===== src/rtl/tes_pkg.sv =====
package tes_pkg;

  typedef enum logic [1:0] {
    ST_IDLE = 2'd0,
    ST_SCAN = 2'd1,
    ST_WAIT = 2'd2
  } sched_state_e;

  localparam int CELL_TYPE_W = 2;

endpackage


===== src/rtl/tes_event_mem.sv =====
module tes_event_mem #(
  parameter int DEPTH = 32,
  parameter int AW    = 5,
  parameter int CW    = 5
) (
  input  logic          clk,
  input  logic          rst_n,
  input  logic          we,
  input  logic [AW-1:0] waddr,
  input  logic          wvalid,
  input  logic [CW-1:0] wchan,
  input  logic [AW-1:0] raddr,
  output logic          rvalid,
  output logic [CW-1:0] rchan
);

  logic [DEPTH-1:0] vld_q;
  logic [CW-1:0]    chan_q [DEPTH];

  for (genvar i = 0; i < DEPTH; i++) begin : g_entry
    logic hit;
    assign hit = we && (waddr == AW'(i));

    always_ff @(posedge clk or negedge rst_n) begin
      if (!rst_n) begin
        vld_q[i] <= 1'b0;
      end else if (hit) begin
        vld_q[i] <= wvalid;
      end
    end

    always_ff @(posedge clk) begin
      if (hit) begin
        chan_q[i] <= wchan;
      end
    end
  end

  assign rvalid = vld_q[raddr];
  assign rchan  = chan_q[raddr];

endmodule


===== src/rtl/tes_addr_gen.sv =====
module tes_addr_gen #(
  parameter int AW = 5,
  parameter int FW = 3,
  parameter int EW = 2
) (
  input  logic [AW-1:0] base,
  input  logic [FW-1:0] frame,
  input  logic [EW-1:0] ev_last,
  input  logic [EW-1:0] ev_idx,
  output logic [AW-1:0] addr
);

  logic [AW-1:0] stride;
  logic [AW-1:0] frame_off;

  always_comb begin
    stride    = AW'(ev_last) + AW'(1);
    frame_off = AW'(frame) * stride;
    addr      = base + frame_off + AW'(ev_idx);
  end

endmodule


===== src/rtl/tes_frame_ctrl.sv =====
module tes_frame_ctrl
  import tes_pkg::*;
#(
  parameter int AW = 5,
  parameter int FW = 3,
  parameter int EW = 2,
  parameter int OW = 4
) (
  input  logic          clk,
  input  logic          rst_n,
  input  logic          cfg_enable,
  input  logic [AW-1:0] cfg_base,
  input  logic [FW-1:0] cfg_last_frame,
  input  logic [EW-1:0] cfg_ev_last,
  input  logic [1:0]    cfg_type,
  input  logic          frame_pulse,
  input  logic          ev_valid,
  input  logic          req_ack,
  output logic          req_valid,
  output logic [FW-1:0] frame_idx,
  output logic [EW-1:0] ev_idx,
  output logic [AW-1:0] base_sh,
  output logic [EW-1:0] ev_last_sh,
  output logic [1:0]    type_sh,
  output logic [OW-1:0] ovr_count
);

  sched_state_e  state_q, state_d;
  logic [FW-1:0] frame_q, frame_d;
  logic [EW-1:0] ev_q, ev_d;
  logic          pend_q, pend_d;
  logic [AW-1:0] base_q, base_d;
  logic [FW-1:0] last_q, last_d;
  logic [EW-1:0] evl_q, evl_d;
  logic [1:0]    type_q, type_d;
  logic [OW-1:0] ovr_q, ovr_d;

  logic          scanning, step, last_ev, finish, pend_any, ovr_hit, load_cfg;
  logic [FW-1:0] frame_adv;

  always_comb begin
    scanning  = (state_q == ST_SCAN);
    step      = scanning && (!ev_valid || req_ack);
    last_ev   = (ev_q == evl_q);
    finish    = step && last_ev;
    pend_any  = pend_q || frame_pulse;
    ovr_hit   = cfg_enable && scanning && frame_pulse && pend_q;
    frame_adv = (frame_q >= cfg_last_frame) ? '0 : frame_q + FW'(1);
  end

  // next-state logic
  always_comb begin
    state_d  = state_q;
    frame_d  = frame_q;
    ev_d     = ev_q;
    pend_d   = pend_q;
    load_cfg = 1'b0;
    if (!cfg_enable) begin
      state_d = ST_IDLE;
      frame_d = '0;
      ev_d    = '0;
      pend_d  = 1'b0;
    end else begin
      unique case (state_q)
        ST_IDLE: begin
          if (frame_pulse) begin
            state_d  = ST_SCAN;
            frame_d  = '0;
            ev_d     = '0;
            load_cfg = 1'b1;
          end
        end
        ST_SCAN: begin
          if (finish) begin
            ev_d   = '0;
            pend_d = 1'b0;
            if (pend_any) begin
              frame_d  = frame_adv;
              load_cfg = 1'b1;
            end else begin
              state_d = ST_WAIT;
            end
          end else begin
            pend_d = pend_any;
            if (step) begin
              ev_d = ev_q + EW'(1);
            end
          end
        end
        ST_WAIT: begin
          if (frame_pulse) begin
            state_d  = ST_SCAN;
            frame_d  = frame_adv;
            ev_d     = '0;
            load_cfg = 1'b1;
          end
        end
        default: state_d = ST_IDLE;
      endcase
    end
  end

  always_comb begin
    base_d = load_cfg ? cfg_base       : base_q;
    last_d = load_cfg ? cfg_last_frame : last_q;
    evl_d  = load_cfg ? cfg_ev_last    : evl_q;
    type_d = load_cfg ? cfg_type       : type_q;
    ovr_d  = ovr_q;
    if (ovr_hit && (ovr_q != '1)) begin
      ovr_d = ovr_q + OW'(1);
    end
  end

  // registers
  always_ff @(posedge clk or negedge rst_n) begin
    if (!rst_n) begin
      state_q <= ST_IDLE;
      frame_q <= '0;
      ev_q    <= '0;
      pend_q  <= 1'b0;
      base_q  <= '0;
      last_q  <= '0;
      evl_q   <= '0;
      type_q  <= '0;
      ovr_q   <= '0;
    end else begin
      state_q <= state_d;
      frame_q <= frame_d;
      ev_q    <= ev_d;
      pend_q  <= pend_d;
      base_q  <= base_d;
      last_q  <= last_d;
      evl_q   <= evl_d;
      type_q  <= type_d;
      ovr_q   <= ovr_d;
    end
  end

  assign req_valid  = scanning && ev_valid;
  assign frame_idx  = frame_q;
  assign ev_idx     = ev_q;
  assign base_sh    = base_q;
  assign ev_last_sh = evl_q;
  assign type_sh    = type_q;
  assign ovr_count  = ovr_q;

  // frame counter moves by one step or wraps to zero
  a_r4_frame_step: assert property (@(posedge clk) disable iff (!rst_n)
    (frame_q != $past(frame_q)) |-> ((frame_q == $past(frame_q) + FW'(1)) || (frame_q == '0)));

  // the scanned frame never exceeds the last frame sampled for it
  a_r5_frame_range: assert property (@(posedge clk) disable iff (!rst_n)
    (state_q == ST_SCAN) |-> (frame_q <= last_q));

  // a finished frame waits for a pulse
  a_r4_wait_holds: assert property (@(posedge clk) disable iff (!rst_n)
    (state_q == ST_WAIT && !frame_pulse && cfg_enable) |=> (state_q == ST_WAIT));

  // overrun counter never decreases
  a_r7_ovr_mono: assert property (@(posedge clk) disable iff (!rst_n)
    ovr_q >= $past(ovr_q));

endmodule


===== src/rtl/tx_event_sched.sv =====
module tx_event_sched
  import tes_pkg::*;
#(
  parameter int FRAMES = 8,
  parameter int EVENTS = 4,
  parameter int DEPTH  = 32,
  parameter int CW     = 5,
  parameter int OW     = 4,
  localparam int FW    = $clog2(FRAMES),
  localparam int EW    = $clog2(EVENTS),
  localparam int AW    = $clog2(DEPTH)
) (
  input  logic          clk,
  input  logic          rst_n,
  input  logic          cfg_enable,
  input  logic [AW-1:0] cfg_base,
  input  logic [FW-1:0] cfg_last_frame,
  input  logic [EW-1:0] cfg_ev_last,
  input  logic [1:0]    cfg_type,
  input  logic          tbl_we,
  input  logic [AW-1:0] tbl_addr,
  input  logic          tbl_valid,
  input  logic [CW-1:0] tbl_chan,
  input  logic          frame_pulse,
  output logic          req_valid,
  input  logic          req_ack,
  output logic [CW-1:0] req_chan,
  output logic [1:0]    req_type,
  output logic [FW-1:0] req_frame,
  output logic [OW-1:0] ovr_count
);

  logic [AW-1:0] rd_addr;
  logic          ev_valid;
  logic [CW-1:0] ev_chan;
  logic [FW-1:0] frame_idx;
  logic [EW-1:0] ev_idx;
  logic [AW-1:0] base_sh;
  logic [EW-1:0] ev_last_sh;
  logic [1:0]    type_sh;

  tes_frame_ctrl #(.AW(AW), .FW(FW), .EW(EW), .OW(OW)) u_ctrl (
    .clk            (clk),
    .rst_n          (rst_n),
    .cfg_enable     (cfg_enable),
    .cfg_base       (cfg_base),
    .cfg_last_frame (cfg_last_frame),
    .cfg_ev_last    (cfg_ev_last),
    .cfg_type       (cfg_type),
    .frame_pulse    (frame_pulse),
    .ev_valid       (ev_valid),
    .req_ack        (req_ack),
    .req_valid      (req_valid),
    .frame_idx      (frame_idx),
    .ev_idx         (ev_idx),
    .base_sh        (base_sh),
    .ev_last_sh     (ev_last_sh),
    .type_sh        (type_sh),
    .ovr_count      (ovr_count)
  );

  tes_addr_gen #(.AW(AW), .FW(FW), .EW(EW)) u_addr (
    .base    (base_sh),
    .frame   (frame_idx),
    .ev_last (ev_last_sh),
    .ev_idx  (ev_idx),
    .addr    (rd_addr)
  );

  tes_event_mem #(.DEPTH(DEPTH), .AW(AW), .CW(CW)) u_mem (
    .clk    (clk),
    .rst_n  (rst_n),
    .we     (tbl_we),
    .waddr  (tbl_addr),
    .wvalid (tbl_valid),
    .wchan  (tbl_chan),
    .raddr  (rd_addr),
    .rvalid (ev_valid),
    .rchan  (ev_chan)
  );

  assign req_chan  = ev_chan;
  assign req_type  = type_sh;
  assign req_frame = frame_idx;

  // an unacknowledged request holds its contents
  a_r3_req_hold: assert property (@(posedge clk) disable iff (!rst_n || !cfg_enable)
    (req_valid && !req_ack && !tbl_we) |=>
      (req_valid && $stable(req_chan) && $stable(req_type) && $stable(req_frame)));

  // disabling silences requests from the next cycle
  a_r8_disabled_quiet: assert property (@(posedge clk) disable iff (!rst_n)
    !cfg_enable |=> !req_valid);

endmodule


===== config.mk =====
export PLATFORM = sky130hd
export DESIGN_NAME = tx_event_sched
export DESIGN_NICKNAME = d
export VERILOG_FILES = /design/src/rtl/tes_pkg.sv /design/src/rtl/tes_event_mem.sv /design/src/rtl/tes_addr_gen.sv /design/src/rtl/tes_frame_ctrl.sv /design/src/rtl/tx_event_sched.sv
export SDC_FILE = /design/constraint.sdc
export NUM_CORES = 1
export LEC_CHECK = 0
export ABC_AREA = 1
export BUFFER_PORTS_ARGS = -buffer_cell sky130_fd_sc_hd__clkbuf_2
export CAP_MARGIN = 20
export CORE_AREA = 2 2 143 145
export DETAILED_ROUTE_END_ITERATION = 10
export DIE_AREA = 0 0 145 147
export GPL_ROUTABILITY_DRIVEN = 0
export GPL_TIMING_DRIVEN = 0
export PLACE_DENSITY = 0.66
export SYNTH_ARGS = -nofsm -noshare
export SYNTH_HDL_FRONTEND = slang
export SYNTH_SLANG_ARGS = --single-unit

===== constraint.sdc =====
create_clock -name clk -period 9.1 [get_ports clk]
set_input_delay 0.455 -clock clk [delete_from_list [all_inputs] [get_ports clk]]
set_output_delay 0.455 -clock clk [all_outputs]
set_load 0.01 [all_outputs]

==> impl_metrics.py, run 1 <==
metrics = {
    "run_status": {
        "outcome": "complete, no violations",
    },
    "die": {
        "die_w_um": 145,
        "ios": 44,
        "initial_core_util": 0.4876,
        "rows": 52,
        "die_y_um": 147,
        "dieArea_um2": 21320,
        "core_um2": 19840,
    },
    "cells_and_area": {
        "design_area_um2": 10910,
        "mostFrequentLayoutCell": "nand2_1",
        "multiInputGateArea_um2": 3162,
        "seq_area_um2": 6131,
        "nets": 1058,
        "layout_common_cells": "202 x nand2_1, 160 x edfxtp_1, 145 x nor2_1",
        "synthToLayoutAreaGrowth_pct": 12.71,
        "antenna_cells": 0,
        "drive_above_1_share": 0.09500,
        "n_fill_cell": 1762,
    },
    "sta": {
        "drv_slew": 0,
        "setup_viol": 0,
        "skew_ns": 0.01396,
        "fin_crit_ns": 5.077,
        "fmax_mhz": 197.0,
        "slew_headroom": 0.4297,
        "hold_viol": 0,
        "worstMarginPinSlew_ns": 0.8522,
        "rsz0062_at_grt": "false",
        "final.setup.tns_ns": 0,
        "post-route-period-util": 0.5579,
    },
    "cts": {
        "clkLatencyLatePin_ns": 0.50,
        "clock_sinks": 213,
        "htreeDepth": 1,
        "cts_buffer_depth": 3,
        "cts_setup_buffers": 0,
        "hold_buffers": 0,
        "cts_resized": 0,
        "cts_root_buf": "clkbuf_16",
        "cts.clk_slew.worst_paths_ns": 0.06,
        "cts_tree": "yes",
        "cts_buffers": 22,
    },
    "critical_path": {
        "crit_type": "reg2out",
        "r2r_slack_ns": 5.23,
        "path_max_fanout": 10,
        "end_kind": "primary output",
        "crit_required_ns": 8.65,
        "crit_arrival_ns": 4.62,
        "rr_worst_depth": 20,
        "startpoint_type": "flop",
    },
    "synthesis": {
        "synth.area.mux_share": 0.001164,
        "synthSimpleGateAreaFrac": 0.1827,
        "synthFlopType": "edfxtp_1",
        "synth-edff-count": 160,
        "synth_compound_area_frac": 0.1040,
        "synth_top_family_by_area": "simple AND/OR/NAND/NOR gates",
        "ys_types": 34,
        "synth_nets": 991,
        "synth-adder-area-share": 0.03439,
        "ys_async_sr_fraction": 0.2488,
        "syn_avg_cell_area_um2": 10.31,
        "synth-seq-cells": 213,
        "synth_xor_area_frac": 0.004525,
        "synth_area_um2": 9677,
        "synth_cells": 939,
        "yosysWarnings": 0,
        "ys_seq_area_frac": 0.6336,
    },
    "drt": {
        "postRouteAntennaNets": 0,
        "wl_per_cell_um": 18.70,
        "drt_iter0_drc": 660,
        "drtPass1Iterations": 5,
        "vias": 7110,
        "drt-total-wl_um": 24150,
        "drc": 0,
        "vias_per_cell": 5.507,
    },
    "placed_design": {
        "dpl_cell_area_um2": 10240,
        "place_hpwl_um": 16290,
        "portBuffers": 42,
    },
    "global_routing": {
        "antenna_found_initial": 0,
        "grt_usage": 0.2301,
        "overflow": 0,
        "grt_pass1_wl_um": 38180,
        "grt_pass1_vias": 6812,
        "grt_max_degree": 33,
    },
    "flow_run": {
        "cap_violations": 0,
    },
    "hold_path": {
        "hp-class": "in2async",
    },
}
cell families (layout without fill, tap and decap cells):
group / Yosys count / in the layout
flops: 213 / 213
simple gates: 427 / 427
compound gates: 176 / 176
xor+xnor: 5 / 5
fa+ha+maj: 23 / 23
mux: 1 / 1
buf+inv: 94 / 176
synthesized netlist by cell type (2+ instances only):
cell type  count  share of area
nand3_1       64          0.033
buf_6          3         0.0035
nand3_2        5         0.0052
nor2_1       145          0.056
buf_2          4         0.0021
nand2_4        2         0.0023
o21ai_0       89          0.046
nand2_1      202          0.078
o21a_1        26          0.020
xor2_1         2         0.0018
edfxtp_1     160           0.50
nand2_2        4         0.0026
inv_1         49          0.019
o22ai_1       40          0.026
ha_1          17          0.022
inv_2          2        0.00078
o21ai_1        5         0.0026
dfrtp_1       53           0.14
a21oi_1       12         0.0062
buf_1          3         0.0012
fa_1           6          0.012
clkbuf_1      32          0.012
xnor2_1        3         0.0027
per-stage QoR:
stage | hold slack (ns) | instances | setup slack, ns | utilization
floorplan | 0.1594 | 939 | 5.505 | -
global placement | 0.4587 | 1251 | 4.671 | 0.5153
detailed placement | 0.4592 | 1252 | 4.562 | 0.5163
CTS | 0.009422 | 1291 | 4.018 | 0.5496
global route | 0.05930 | 1291 | 3.772 | 0.5496
finish | 0.006402 | 1291 | 4.023 | 0.5496
registers in the layout, summed over array words and instances (netlist names):
| register | count |
|---|---|
| u_mem.vld_q | 32 |
| u_ctrl.ev_last_sh | 2 |
| u_ctrl.frame_idx | 3 |
| u_ctrl.ovr_count | 4 |
| u_mem.chan_q | 160 |
| u_ctrl.state_q | 2 |
| u_ctrl.pend_q | 1 |
| u_ctrl.type_sh | 2 |
| u_ctrl.base_sh | 5 |
| u_ctrl.ev_idx | 2 |
path summary, 6_finish.rpt:
check,start,to
max,u_ctrl.ev_last_sh[0],req_chan[1]
min,rst_n,u_ctrl.base_sh[3]
max reg2reg,u_ctrl.ev_last_sh[0],u_ctrl.ev_last_sh[1]
min reg2reg,u_ctrl.base_sh[3],u_ctrl.base_sh[3]
max in group asynchronous,rst_n,u_ctrl.ovr_count[0]
min in group clk,cfg_base[3],u_ctrl.base_sh[3]
layout make-up:
class                   count  share of cell area
plain buffers              43             0.01767
clock buffers              34             0.05839
clock inverters             5            0.002294
inverters                  51             0.01755
multi-input cells         632              0.2899
flip-flops and latches    213              0.5621
well taps                 270             0.03097
repair buffers             43             0.02111
worst max-delay path: stages, from the launching register on:
cell and delay [ns]:
dfrtp_1 0.45, ha_1 0.36, nand2_1 0.08, inv_1 0.04, ha_1 0.27, ha_1 0.32
fa_1 0.62, inv_1 0.15, buf_2 0.29, clkbuf_1 0.42, o21ai_0 0.20, o22ai_1 0.26
nand2_1 0.08, nand2_1 0.11, o21ai_0 0.13, o21ai_1 0.20, clkbuf_2 0.16
routing by layer:
metal | GRT usage | routed length [um] | vias to the layer above
met5 | 0 | 0 | -
li1 | - | - | 3355
met3 | 0.04006 | 2133 | 36
met4 | 0.04851 | 350 | 0
met2 | 0.3895 | 11610 | 313
met1 | 0.3158 | 10050 | 3406
Power of run 1 is left out: the tool's default activity adds up to more than one toggle a clock period on the data nets, which glitch-free logic cannot reach.
==> run 2: changes to the inputs <==
==> constraint.sdc (replaced) <==
create_clock -name clk -period 5.1 [get_ports clk]
set_input_delay 0.255 -clock clk [delete_from_list [all_inputs] [get_ports clk]]
set_output_delay 0.255 -clock clk [all_outputs]
set_load 0.01 [all_outputs]
==> run 2 against run 1 <==
  * Utilization increased by 0.51 points
  * Critical path depth is the same
  * Non-clock buffer count up 10
  * Global-route usage up 0.18 points
  * Count of clock-buffer cells in the layout unchanged
  * Sequential share of layout area shrank 0.52 points
  * Via count up 0.44%
  * Die area unchanged
  * Sequential cell count unchanged
  * Register-to-register slack worse by 4.0 ns
  * First-iteration DRC count increased by 8.5%
  * Final cell count rose by 0.77%
==> impl_metrics.py, run 2 (synthesized netlist as in run 1, its figures left out) <==
metrics = {
    "critical_path": {
        "end_kind": "primary output",
        "cp_common_cell": "ha_1",
        "crit_chain": "ha_1 -> nand2_1 -> inv_1 -> ha_1 -> ha_1 -> fa_1 -> inv_1 -> buf_2 -> clkbuf_1 -> o21ai_0 -> o22ai_1 -> nand2_1 -> nand3_1 -> nand3_1 -> o21ai_1 -> clkbuf_2",
        "crit_arrival_ns": 4.57,
        "path_max_fanout": 10,
        "cpPeakStageDelay_ns": 0.62,
        "crit_path_top_delay_cell": "fa_1",
        "path_buf_inv": 5,
        "crit_required_ns": 4.85,
        "critical_path.top_delay_family": "adder cells",
        "startpoint_type": "flop",
        "crit_type": "reg2out",
    },
    "sta": {
        "fmax_mhz": 207.3,
        "slew_headroom": 0.4181,
        "post-route-period-util": 0.9460,
        "skew_ns": 0.01311,
        "worstMarginPinSlew_ns": 0.8696,
        "fin_crit_ns": 4.825,
        "drv_slew": 0,
        "rsz0062_at_grt": "false",
        "setup_viol": 0,
        "final.setup.tns_ns": 0,
        "hold_viol": 0,
    },
    "cells_and_area": {
        "largest_reg_flops": 160,
        "mostFrequentLayoutCell": "nand2_1",
        "synthToLayoutAreaGrowth_pct": 13.76,
        "top_register": "u_mem.chan_q",
        "antenna_cells": 0,
        "drive_above_1_share": 0.09505,
        "fin_cells": 1301,
        "nets": 1068,
        "layout_common_cells": "202 x nand2_1, 160 x edfxtp_1, 145 x nor2_1",
        "fin_util": 0.5547,
    },
    "cts": {
        "cts_buffer_depth": 3,
        "cts_setup_buffers": 0,
        "cts_tree": "yes",
        "clock_sinks": 213,
        "cts_buffers": 22,
        "clkLatencyLatePin_ns": 0.50,
        "htreeDepth": 1,
        "cts.clk_slew.worst_paths_ns": 0.06,
        "cts_root_buf": "clkbuf_16",
    },
    "drt": {
        "drc": 0,
        "vias": 7141,
        "met2_length_um": 11900,
        "postRouteAntennaNets": 0,
        "drt_iter0_drc": 716,
        "vias_per_cell": 5.489,
        "wl_per_cell_um": 18.74,
        "drt-total-wl_um": 24380,
        "met3WireLength_um": 1911,
        "wl_met1_um": 10250,
        "topRoutingLayerUsed": "met4",
        "drtPass1Iterations": 7,
    },
    "die": {
        "dieArea_um2": 21320,
        "ios": 44,
        "die_y_um": 147,
        "die_w_um": 145,
        "initial_core_util": 0.4876,
        "rows": 52,
        "core_um2": 19840,
    },
    "placed_design": {
        "place_hpwl_um": 16290,
        "placedCellCount": 1252,
        "portBuffers": 42,
    },
    "global_routing": {
        "antenna_found_initial": 0,
        "grt_usage": 0.2318,
        "grt_pass1_vias": 6890,
        "grt_max_degree": 33,
        "overflow": 0,
        "grt_pass1_wl_um": 38460,
    },
    "run_status": {
        "outcome": "complete, no violations",
    },
    "flow_run": {
        "cap_violations": 0,
    },
    "hold_path": {
        "hp-class": "in2reg",
    },
}
run 2: final timing paths:
check                           cells after the start  slack [ns]                    to                 start
min in group asynchronous                           2        0.34     u_ctrl.base_sh[3]                 rst_n
worst max-delay path                               16        0.28           req_chan[4]  u_ctrl.ev_last_sh[0]
max in group asynchronous                           3        4.15   u_ctrl.ovr_count[0]                 rst_n
worst max register to register                     20        1.25  u_ctrl.ev_last_sh[1]  u_ctrl.ev_last_sh[0]
worst min register to register                      2        0.47     u_ctrl.base_sh[3]     u_ctrl.base_sh[3]
worst min-delay path                                3        0.11         u_ctrl.pend_q           frame_pulse
run 2: per-layer routing:
| metal | vias up | global-route usage |
|---|---|---|
| met1 | 3443 | 0.3155 |
| met4 | 0 | 0.04851 |
| li1 | 3380 | - |
| met3 | 32 | 0.04006 |
| met2 | 286 | 0.3960 |
| met5 | - | 0 |
run 2: final cells by class:
| cell class | instances | area [um2] |
|---|---|---|
| repair buffers | 53 | 330.3 |
| inverters | 51 | 191.4 |
| fillers | 1746 | 8836 |
| multi-input cells | 632 | 3162 |
| plain buffers | 43 | 193.9 |
| clock buffers | 34 | 636.9 |
| well taps | 270 | 337.8 |
| clock inverters | 5 | 25.02 |
| flip-flops and latches | 213 | 6131 |
run 2: worst register-to-register path: stages (launching register included):
cell	delay (ns)
dfrtp_1	0.45
ha_1	0.35
nand2_1	0.09
fa_1	0.51
inv_1	0.05
fa_1	0.46
ha_1	0.36
nand2_1	0.09
inv_1	0.06
nor2_4	0.22
inv_2	0.14
nand3_1	0.10
nand2_1	0.08
nand2_1	0.08
nand3_2	0.11
nand3_2	0.13
nand3_4	0.09
nand2_4	0.15
nand2_4	0.11
nand2_1	0.09
nand2_1	0.04
run 2: repair_timing:
item,CTS,global route
setup endpoints to repair,0,2
endpoints found under the hold margin,34,0
hold buffers,10,0
resized for setup,0,2
run 2: metrics by stage:
stage                     hold WS (ns)  setup WS, ns  cell area [um2]
after floorplan               -0.04059         1.705             9677
after global routing            0.1271       0.03259            11010
after CTS                       0.1008        0.2182            11010
final                           0.1101        0.2755            11010
after global placement          0.4587        0.8715            10220
after detailed placement        0.3336        0.7622            10240
Power of run 2 is left out for the same reason.
==> run 3: changes to the inputs <==
==> constraint.sdc (replaced) <==
create_clock -name clk -period 5.6 [get_ports clk]
set_input_delay 0.28 -clock clk [delete_from_list [all_inputs] [get_ports clk]]
set_output_delay 0.28 -clock clk [all_outputs]
set_load 0.01 [all_outputs]
==> run 3 against run 2 <==
  * Setup slack improved by 0.43 ns
  * Non-clock buffer count decreased by 8
  * Via count decreased by 0.31%
  * Critical path type unchanged
  * Critical endpoint is now req_chan[1]
  * Highest routed layer unchanged
==> impl_metrics.py, run 3 (synthesized netlist as in run 1, its figures left out) <==
metrics = {
    "global_routing": {
        "antenna_found_initial": 0,
        "grt_pass1_wl_um": 38250,
        "overflow": 0,
        "grt_pass1_vias": 6830,
        "grt_usage": 0.2306,
        "grt_max_degree": 33,
    },
    "die": {
        "rows": 52,
        "initial_core_util": 0.4876,
        "die_y_um": 147,
        "ios": 44,
        "dieArea_um2": 21320,
        "core_um2": 19840,
        "die_w_um": 145,
    },
    "cts": {
        "cts_tree": "yes",
        "clkLatencyLatePin_ns": 0.50,
        "cts.clk_slew.worst_paths_ns": 0.06,
        "cts_buffers": 22,
        "cts_buffer_depth": 3,
        "htreeDepth": 1,
        "cts_resized": 0,
        "clock_sinks": 213,
        "cts_root_buf": "clkbuf_16",
    },
    "drt": {
        "postRouteAntennaNets": 0,
        "vias_per_cell": 5.506,
        "drtPass1Iterations": 5,
        "drt-total-wl_um": 24250,
        "drc": 0,
        "met3WireLength_um": 2013,
        "wl_per_cell_um": 18.76,
        "drt_iter0_drc": 690,
        "topRoutingLayerUsed": "met4",
        "met2_length_um": 11670,
        "wl_met1_um": 10220,
        "vias": 7119,
    },
    "cells_and_area": {
        "multiInputGateArea_um2": 3162,
        "fin_cells": 1293,
        "top_register": "u_mem.chan_q",
        "n_fill_cell": 1762,
        "largest_reg_flops": 160,
        "seq_area_um2": 6131,
        "nets": 1060,
        "antenna_cells": 0,
        "synthToLayoutAreaGrowth_pct": 12.92,
        "drive_above_1_share": 0.09482,
        "layout_common_cells": "202 x nand2_1, 160 x edfxtp_1, 145 x nor2_1",
        "mostFrequentLayoutCell": "nand2_1",
    },
    "sta": {
        "drv_slew": 0,
        "fin_hold_ws_ns": 0.009500,
        "fin_crit_ns": 4.896,
        "setup_viol": 0,
        "final.setup.tns_ns": 0,
        "fmax_mhz": 204.3,
        "post-route-period-util": 0.8742,
        "rsz0062_at_grt": "false",
        "worstMarginPinSlew_ns": 0.8417,
        "hold_viol": 0,
        "skew_ns": 0.01419,
        "slew_headroom": 0.4368,
    },
    "critical_path": {
        "r2r_slack_ns": 1.75,
        "cpPeakStageDelay_ns": 0.62,
        "end_kind": "primary output",
        "r2r_start": "u_ctrl.ev_last_sh[0]",
        "critPathLaunch": "u_ctrl.ev_last_sh[0]",
        "startpoint_type": "flop",
        "crit_type": "reg2out",
        "crit_chain": "ha_1 -> nand2_1 -> inv_1 -> ha_1 -> ha_1 -> fa_1 -> inv_1 -> buf_2 -> clkbuf_1 -> o21ai_0 -> o22ai_1 -> nand2_1 -> nand2_1 -> o21ai_0 -> o21ai_1 -> clkbuf_2",
        "crit_path_top_delay_cell": "fa_1",
        "path_max_fanout": 10,
        "crit_arrival_ns": 4.62,
        "crit_required_ns": 5.32,
    },
    "placed_design": {
        "portBuffers": 42,
        "place_hpwl_um": 16290,
        "placedCellCount": 1252,
    },
    "run_status": {
        "outcome": "complete, no violations",
    },
    "flow_run": {
        "cap_violations": 0,
    },
    "hold_path": {
        "min_from": "cfg_base[1]",
        "hp-class": "in2reg",
    },
}
run 3: routing by layer:
metal / global-route usage / vias to the layer above
li1: - / 3362
met1: 0.3158 / 3401
met2: 0.3912 / 319
met3: 0.04006 / 37
met4: 0.04851 / 0
met5: 0 / -
run 3: final cells by class:
type / count / area share
buffer: 43 / 0.01763
clock buffer: 34 / 0.05828
clock inverter: 5 / 0.002290
inverter: 51 / 0.01752
multi-input combinational: 632 / 0.2894
sequential: 213 / 0.5611
tap: 270 / 0.03092
timing repair buffer: 45 / 0.02290
run 3: what timing repair did:
action                                 CTS  global route
buffers inserted                         0             0
endpoints found under the hold margin   26             0
hold buffers                             2             0
run 3: path summary, 6_finish.rpt:
kind	to	depth (start not counted)
setup / recovery	req_chan[1]	16
hold / removal	u_ctrl.base_sh[1]	3
setup reg to reg	u_ctrl.ev_last_sh[1]	20
hold reg to reg	u_ctrl.base_sh[3]	2
max in group asynchronous	u_ctrl.ovr_count[0]	3
min in group asynchronous	u_ctrl.base_sh[3]	2
run 3: per-stage QoR:
stage,utilization,area (um2),setup WS [ns]
final,0.5506,10930,0.7043
after global routing,0.5506,10930,0.4467
after CTS,0.5506,10930,0.6932
after detailed placement,0.5163,10240,1.237
after global placement,0.5153,10220,1.346
after floorplan,-,9677,2.180
run 3: worst max-delay path: cells and delay by family (launching register included):
family	cells	cell delay, ns
AND/OR/NAND/NOR	3	0.27
buffers and inverters	5	1.05
flip-flops	1	0.45
AO/OA/AOI/OAI	4	0.78
adder cells (fa/ha/maj)	4	1.57
Power of run 3 is left out for the same reason.
